<file path="config.mk">
export PLATFORM = sky130hd
export DESIGN_NAME = irq_steer
export DESIGN_NICKNAME = d
export VERILOG_FILES = /design/src/rtl/irq_steer_pkg.sv /design/src/rtl/irq_steer_flag.sv /design/src/rtl/irq_steer_slot.sv /design/src/rtl/irq_steer.sv
export SDC_FILE = /design/constraint.sdc
export NUM_CORES = 1
export LEC_CHECK = 0
export BUFFER_PORTS_ARGS = -buffer_cell sky130_fd_sc_hd__buf_4
export CAP_MARGIN = 30
export CORE_MARGIN = 2
export CORE_UTILIZATION = 40
export CTS_CLUSTER_DIAMETER = 100
export DETAILED_ROUTE_END_ITERATION = 8
export GPL_TIMING_DRIVEN = 1
export MAX_ROUTING_LAYER = met4
export PLACE_DENSITY = 0.91
export REMOVE_ABC_BUFFERS = 1
export SLEW_MARGIN = 0
export SYNTH_ARGS = -nofsm -noshare
export SYNTH_HDL_FRONTEND = slang
export SYNTH_SLANG_ARGS = --single-unit
export TNS_END_PERCENT = 1
</file>
<file path="constraint.sdc">
create_clock -name clk -period 1.32 [get_ports clk]
set_clock_uncertainty 0.1 [all_clocks]
set_input_delay 0.198 -clock clk [delete_from_list [all_inputs] [get_ports clk]]
set_output_delay 0.198 -clock clk [all_outputs]
set_load 0.02 [all_outputs]
</file>
<file path="src/rtl/irq_steer_pkg.sv">
package irq_steer_pkg;

  typedef enum logic [1:0] {
    ROUTE_CPU = 2'd0,
    ROUTE_XC  = 2'd1,
    ROUTE_DMA = 2'd2
  } route_e;

  // DMA routing overrides the transfer controller; otherwise the enable picks it.
  function automatic route_e pick_route(input logic dsel, input logic ch_en,
                                        input logic glb_en, input logic xen);
    if (dsel && ch_en && glb_en) return ROUTE_DMA;
    else if (xen)                return ROUTE_XC;
    else                         return ROUTE_CPU;
  endfunction

endpackage

</file>
<file path="src/rtl/irq_steer_flag.sv">
module irq_steer_flag (
  input  logic clk,
  input  logic rst,
  input  logic set_i,
  input  logic clr_i,
  output logic q_o
);

  logic q_r;

  always_ff @(posedge clk) begin
    if (rst)        q_r <= 1'b0;
    else if (set_i) q_r <= 1'b1;
    else if (clr_i) q_r <= 1'b0;
  end

  assign q_o = q_r;

  // a set always lands, even against a clear
  a_r8_set_wins: assert property (@(posedge clk) disable iff (rst)
    set_i |=> q_o);

endmodule

</file>
<file path="src/rtl/irq_steer_slot.sv">
module irq_steer_slot
  import irq_steer_pkg::*;
(
  input  logic clk,
  input  logic rst,
  input  logic req_i,
  input  logic sw_clr_i,
  input  logic dsel_i,
  input  logic ch_en_i,
  input  logic glb_en_i,
  input  logic isel_i,
  input  logic en_wr_i,
  input  logic en_wdata_i,
  input  logic cnt_zero_i,
  input  logic dma_start_i,
  input  logic xc_start_i,
  input  logic xc_done_i,
  input  logic ack_i,
  output logic dma_act_o,
  output logic xc_act_o,
  output logic src_clr_o,
  output logic cpu_irq_o,
  output logic xen_o,
  output logic pend_o
);

  logic   pend, busy_q, dma_act_q, xc_act_q, src_clr_q, xen_q;
  route_e route;
  logic   dma_rt, xc_rt, cpu_rt;
  logic   issue_dma, issue_xc, start_seen;
  logic   pend_hw_clr, en_hw_clr, irq_set, irq_clr;

  always_comb begin
    route       = pick_route(dsel_i, ch_en_i, glb_en_i, xen_q);
    dma_rt      = (route == ROUTE_DMA);
    xc_rt       = (route == ROUTE_XC);
    cpu_rt      = (route == ROUTE_CPU);
    issue_dma   = pend & dma_rt & ~busy_q;
    issue_xc    = pend & xc_rt & ~busy_q;
    start_seen  = dma_start_i | xc_start_i;
    pend_hw_clr = dma_start_i | (xc_start_i & ~isel_i);
    en_hw_clr   = (xc_start_i & isel_i) | (xc_done_i & ~isel_i & cnt_zero_i);
    irq_set     = ~dma_rt & (en_hw_clr | (pend & cpu_rt));
    irq_clr     = ack_i | dma_rt;
  end

  irq_steer_flag pend_flag_i (
    .clk(clk), .rst(rst), .set_i(req_i),
    .clr_i(pend_hw_clr | sw_clr_i), .q_o(pend)
  );

  irq_steer_flag irq_flag_i (
    .clk(clk), .rst(rst), .set_i(irq_set),
    .clr_i(irq_clr), .q_o(cpu_irq_o)
  );

  always_ff @(posedge clk) begin
    if (rst) begin
      busy_q    <= 1'b0;
      dma_act_q <= 1'b0;
      xc_act_q  <= 1'b0;
      src_clr_q <= 1'b0;
      xen_q     <= 1'b0;
    end else begin
      if (issue_dma || issue_xc) busy_q <= 1'b1;
      else if (start_seen)       busy_q <= 1'b0;
      dma_act_q <= issue_dma;
      xc_act_q  <= issue_xc;
      src_clr_q <= pend_hw_clr;
      if (en_wr_i)        xen_q <= en_wdata_i;
      else if (en_hw_clr) xen_q <= 1'b0;
    end
  end

  assign dma_act_o = dma_act_q;
  assign xc_act_o  = xc_act_q;
  assign src_clr_o = src_clr_q;
  assign xen_o     = xen_q;
  assign pend_o    = pend;

  // DMA routing keeps the CPU request low
  a_r1_dma_masks_cpu: assert property (@(posedge clk) disable iff (rst)
    $past(dma_rt) |-> !cpu_irq_o);

  // DMA start empties the flag and pulses the clear
  a_r2_dma_start_clears: assert property (@(posedge clk) disable iff (rst)
    (dma_start_i && !req_i) |=> (!pend_o && src_clr_o));

  // select=1 start drops the enable
  a_r4_isel1_drops_en: assert property (@(posedge clk) disable iff (rst)
    (xc_start_i && isel_i && !en_wr_i) |=> !xen_o);

  // select=0 start empties the flag
  a_r5_isel0_clears_flag: assert property (@(posedge clk) disable iff (rst)
    (xc_start_i && !isel_i && !req_i) |=> (!pend_o && src_clr_o));

  // a software write always takes effect
  a_r10_write_wins: assert property (@(posedge clk) disable iff (rst)
    en_wr_i |=> (xen_o == $past(en_wdata_i)));

  // strobes never last two cycles
  a_r11_strobe_single: assert property (@(posedge clk) disable iff (rst)
    (dma_act_o || xc_act_o) |=> !(dma_act_o || xc_act_o));

endmodule

</file>
<file path="src/rtl/irq_steer.sv">
module irq_steer #(
  parameter int NSRC  = 4,
  parameter int CNT_W = 8
) (
  input  logic                    clk,
  input  logic                    rst,
  input  logic [NSRC-1:0]         req,
  input  logic [NSRC-1:0]         sw_clr,
  input  logic [NSRC-1:0]         dma_sel,
  input  logic [NSRC-1:0]         dma_ch_en,
  input  logic                    dma_glb_en,
  input  logic [NSRC-1:0]         isel,
  input  logic [NSRC-1:0]         en_wr,
  input  logic [NSRC-1:0]         en_wdata,
  input  logic [NSRC*CNT_W-1:0]   xfer_cnt,
  input  logic [NSRC-1:0]         dma_start,
  input  logic [NSRC-1:0]         xc_start,
  input  logic [NSRC-1:0]         xc_done,
  input  logic [NSRC-1:0]         cpu_ack,
  output logic [NSRC-1:0]         dma_act,
  output logic [NSRC-1:0]         xc_act,
  output logic [NSRC-1:0]         src_clr,
  output logic [NSRC-1:0]         cpu_irq,
  output logic [NSRC-1:0]         xc_en,
  output logic [NSRC-1:0]         pend
);

  localparam int CNT_TOTAL = NSRC * CNT_W;

  logic [NSRC-1:0] cnt_zero;

  for (genvar i = 0; i < NSRC; i++) begin : g_src
    assign cnt_zero[i] = (xfer_cnt[i*CNT_W +: CNT_W] == '0);

    irq_steer_slot slot_i (
      .clk(clk), .rst(rst),
      .req_i(req[i]), .sw_clr_i(sw_clr[i]),
      .dsel_i(dma_sel[i]), .ch_en_i(dma_ch_en[i]), .glb_en_i(dma_glb_en),
      .isel_i(isel[i]), .en_wr_i(en_wr[i]), .en_wdata_i(en_wdata[i]),
      .cnt_zero_i(cnt_zero[i]),
      .dma_start_i(dma_start[i]), .xc_start_i(xc_start[i]),
      .xc_done_i(xc_done[i]), .ack_i(cpu_ack[i]),
      .dma_act_o(dma_act[i]), .xc_act_o(xc_act[i]), .src_clr_o(src_clr[i]),
      .cpu_irq_o(cpu_irq[i]), .xen_o(xc_en[i]), .pend_o(pend[i])
    );
  end

  initial begin
    if (CNT_TOTAL != $bits(xfer_cnt)) $error("count bus width mismatch");
  end

endmodule

</file>
Word-level counts from Yosys, hierarchy flattened
Index checks and enable logic that the tools add are counted.
Storage, ports and cells
  register bits after elaboration: 28
  input bits: 79
  output and inout port bits: 24
Operators by class
  equality and inequality tests: 8
  multiplexer cells: 40
  bitwise operators: 76
  reductions and logical operators: 36
Operators by type and width (number)
  1-bit AND: 40
  1-bit 2-to-1 mux: 36
  8-bit zero test: 4
  2-bit nonzero test: 16
  1-bit bitwise OR: 24
  1-bit inverter: 12
  2-bit by 1-bit equality test with 1-bit output, second input constant: 4
  2-bit equality test, second input constant: 4
  1-bit logical AND: 8
  2-bit zero test: 4
  2-bit 2-to-1 mux: 4
  1-bit logical OR: 4

Longest topological paths before layout
  depth in word-level cells: 8
  mapped depth: 5
  gate-level depth less buffers: 3

Modules after synthesis
From an unflattened synthesis, not the netlist that was laid out.
Second synthesis, totals
  cell total of the unflattened synthesis: 148
  area, all modules: 1361.3 sq um
By module, submodules not included
  irq_steer_slot: times used 4, cells an instance 26, area an instance 244.0 sq um
  irq_steer_flag: times used 8, cells an instance 4, area an instance 38.8 sq um
  irq_steer: times used 1, cells an instance 12, area an instance 75.1 sq um

Worst setup path after synthesis
Ideal clock, no wire load.
  path kind: input-to-reg
  start point: in rst
  end point: reg g_src[2].slot_i.busy_q
  cell stages on the path: 5
  buffers on the path: 2
  arrival: 0.903 ns
  setup slack: 0.216 ns
  required time: 1.119 ns
  path through: clkbuf_2 -> buf_2 -> nor3b_1 -> o21ai_0 -> o41ai_1
RTL lines
  start, declared: RTL line irq_steer.sv:6  | input logic rst,
  end signal, assigned: RTL line irq_steer_slot.sv:59  | busy_q <= 1'b0;
  end signal, assigned: RTL line irq_steer_slot.sv:65  | if (issue_dma || issue_xc) busy_q <= 1'b1;
  end signal, assigned: RTL line irq_steer_slot.sv:66  | else if (start_seen) busy_q <= 1'b0;
  end, declared: RTL line irq_steer_slot.sv:27  | logic pend, busy_q, dma_act_q, xc_act_q, src_clr_q, xen_q;

Worst setup path after layout
  start point: in dma_start[1]
  end point: reg g_src[1].slot_i.busy_q
Between the ends
  cells in the longest elaborated chain, start to end: 2
Ends and longest elaborated chain
  start, declared: RTL line irq_steer.sv:16  | input logic [NSRC-1:0] dma_start,
  1-bit bitwise OR: RTL line irq_steer_slot.sv:40  | start_seen = dma_start_i | xc_start_i;
  2-bit nonzero test (no line)
  end signal, assigned: RTL line irq_steer_slot.sv:59
  end signal, assigned: RTL line irq_steer_slot.sv:65
  end signal, assigned: RTL line irq_steer_slot.sv:66
  end, declared: RTL line irq_steer_slot.sv:27
Every way passes these cells.
A chain may end at the register's enable or synchronous reset.

==> metrics.txt <==
P&R area growth vs syn=54.79%; vias in the first global route=1380; leakage=0.9771 nW; Final Instance Count excl. Fillers=287; routability cong.=0.7626; CTS buffer count=3; io pins=103; Final Hold Viols=0; Clock transition at path regs=0.15 ns; RSZ-0062 raised after global routing=false; Detail Route Antenna Nets=0; root buf cell=clkbuf_4; prevailing post-synth register cell=dfxtp_1; Peak VDD IR=0.0003951 V; Starting Density=41.46%; Clock Tree Buf Depth=2; DR top layer=met4; sequential area share after synthesis=40.84%; Max Cap Viol=0; Routed Wire Length=3.646 mm; Syn. warnings=0; critical path peak fanout=3; input/output buffers=102; TritonCTS clock tree=done; Reg2Reg Capture Point=g_src[1].slot_i.xc_act_o; ANT cells=0; Metal-1 WL=1.405 mm; Post-synth ARST share=0%; Reg2Reg Depth=3; Setup crit end kind=register; share of cells above drive strength 1=47.30%; final setup fails=0; Worst Setup SP=dma_start[1]; HPWL Detailed=2.835 mm; EDFF count, synth=0; core box area=3311 sq um; crit start category=input port; worst path required time=1.49 ns; 1st-pass router iterations=4; worst slew pin tran=0.4714 ns; leading cell type in the layout, fill and taps excluded=buf_4; Crit path arrival time=1.44 ns; routed length on met2=1.972 mm; flop2flop setup slack=0.16 ns; Worst slew margin=67.76%; post-DR vias/cell=4.972; first-pass GRT wire length=5.575 mm; Net count, final=321; hold path start=en_wdata[0]; Pwr Density=822.0 nW/um^2; Avg Cell Area, Syn=8.913 sq um; CP Capture Point=g_src[1].slot_i.busy_q; dpl cells=275; Tcrit/Tclk final=96.22%; worst-path cell chain=dlygate4sd3_1 -> buf_4 -> or4b_1 -> o21ai_0; critical setup path kind=in2reg; Cells after Synth=154; worst-skew pair later-pin latency=0.32 ns; met3 wire length=227 um; Netlist Area Pre-Place=1373 sq um; postcts setup bufs=0; Die X=62.58 um; Total GRT Usage=18.13%; 1st-iter DRT viols=96; min-delay worst type=in2reg; post-synth cell types=29; Die Ht=62.58 um; Highest Clock Rate=787.4 MHz; CP max stage delay=0.54 ns; Yosys reg bits=28; Tmin final=1.270 ns; commonest cells after routing, fill and taps aside=102 x buf_4, 28 x dfxtp_1, 16 x inv_1; floorplan row count=21; outcome=complete, no violations; # DRC=0; r2r startpoint=g_src[1].slot_i.pend_flag_i.q_o; Final Slew Violations=0; die area=3916 sq um; Critical Path Slowest Stage Cell=dlygate4sd3_1; antenna violations before repair=0; setup TNS=0 ns; global route total overflow=0; total clock sinks=28; largest net degree at the start of global routing=29; CTS H-tree depth=1; via count=1427; DR WL/cell=12.70 um
==> cell usage after synthesis (2+ instances only) <==
cell        n  area, sq um
a21oi_1     3        15.01
nand3_1     7        35.03
o21ai_0     4        20.02
nor4_1      4        25.02
inv_1      16        60.06
or3_1       2        12.51
and3_1      4        25.02
dfxtp_1    28        560.5
nor2_1     14        52.55
nor3_1      3        15.01
or4b_1      3        30.03
a2111oi_0   6        52.55
o2bb2ai_1   4        35.03
buf_4      24        180.2
nand2_1     5        18.77
buf_2       2        10.01
nor4b_1     4        35.03
o21ba_2     4        40.04
a211oi_1    4        30.03
a222oi_1    4        40.04
==> worst max-delay path: cells and delay by family <==
family,cells,cell delay [ns]
buffers and inverters,2,0.69
AND/OR/NAND/NOR,1,0.48
AO/OA/AOI/OAI,1,0.07
==> state kept, by name, summed over array words and instances (netlist names) <==
name,cells
g_src.slot_i.busy_q,4
g_src.slot_i.dma_act_o,4
g_src.slot_i.irq_flag_i.q_o,4
g_src.slot_i.pend_flag_i.q_o,4
g_src.slot_i.src_clr_o,4
g_src.slot_i.xc_act_o,4
g_src.slot_i.xen_o,4
==> through the flow <==
stage	instance area (sq um)	hold slack (ns)	total power [mW]	setup slack (ns)	util (%)
after floorplan	1177	0.1604	1.048	0.1033	-
after global placement	2001	0.3076	1.319	0.1024	60.43
after detailed placement	2001	0.3108	1.327	0.04300	60.43
after CTS	2107	0.004049	1.756	0.03522	63.64
after global routing	2125	0.003167	1.837	0.01749	64.17
final	2125	0.01625	1.746	0.04996	64.17
==> routing by layer <==
layer,vias up,track usage (%)
met3,4,2.523
met1,644,18.79
met5,-,-
li1,707,-
met4,0,6.111
met2,72,34.81
==> power by group <==
group	internal [mW]	switching, mW
clock	0.168	0.245
combinational	0.255	0.171
sequential	0.884	0.0229
total	1.31	0.439
==> cell families (layout without fill, tap and decap cells) <==
group | Yosys count | count (layout) | synth area share [%]
AO/OA/AOI/OAI | 32 | 32 | 19.33
AND/OR/NAND/NOR | 51 | 51 | 21.24
buffers and inverters | 43 | 130 | 18.60
flip-flops | 28 | 28 | 40.84
==> layout make-up <==
class | instances | area, sq um
multi-input combinational | 83 | 564.3
sequential | 28 | 560.5
timing repair buffer | 110 | 845.8
tap | 46 | 57.56
clock buffer | 4 | 36.28
inverter | 16 | 60.06
fill | 297 | 1186
==> how the worst min path moves through the flow <==
| stage | slack [ns] | depth (start not counted) | endpoint |
|---|---|---|---|
| after global placement | 0.31 | 2 | g_src[2].slot_i.busy_q |
| final | 0.02 | 3 | g_src[0].slot_i.xen_o |
| after detailed placement | 0.31 | 2 | g_src[2].slot_i.busy_q |
| after global routing | 0.003 | 2 | g_src[3].slot_i.src_clr_o |
| after floorplan | 0.16 | 1 | g_src[3].slot_i.pend_flag_i.q_o |
| after CTS | 0.004 | 3 | g_src[3].slot_i.pend_flag_i.q_o |
==> timing repair <==
| item | CTS | global route |
|---|---|---|
| hold endpoints to repair | 7 | 1 |
| resized for setup | 0 | 3 |
| setup endpoints to repair | 0 | 2 |
| hold buffers | 7 | 1 |
Note: power is estimated with default switching activity, not from simulation.
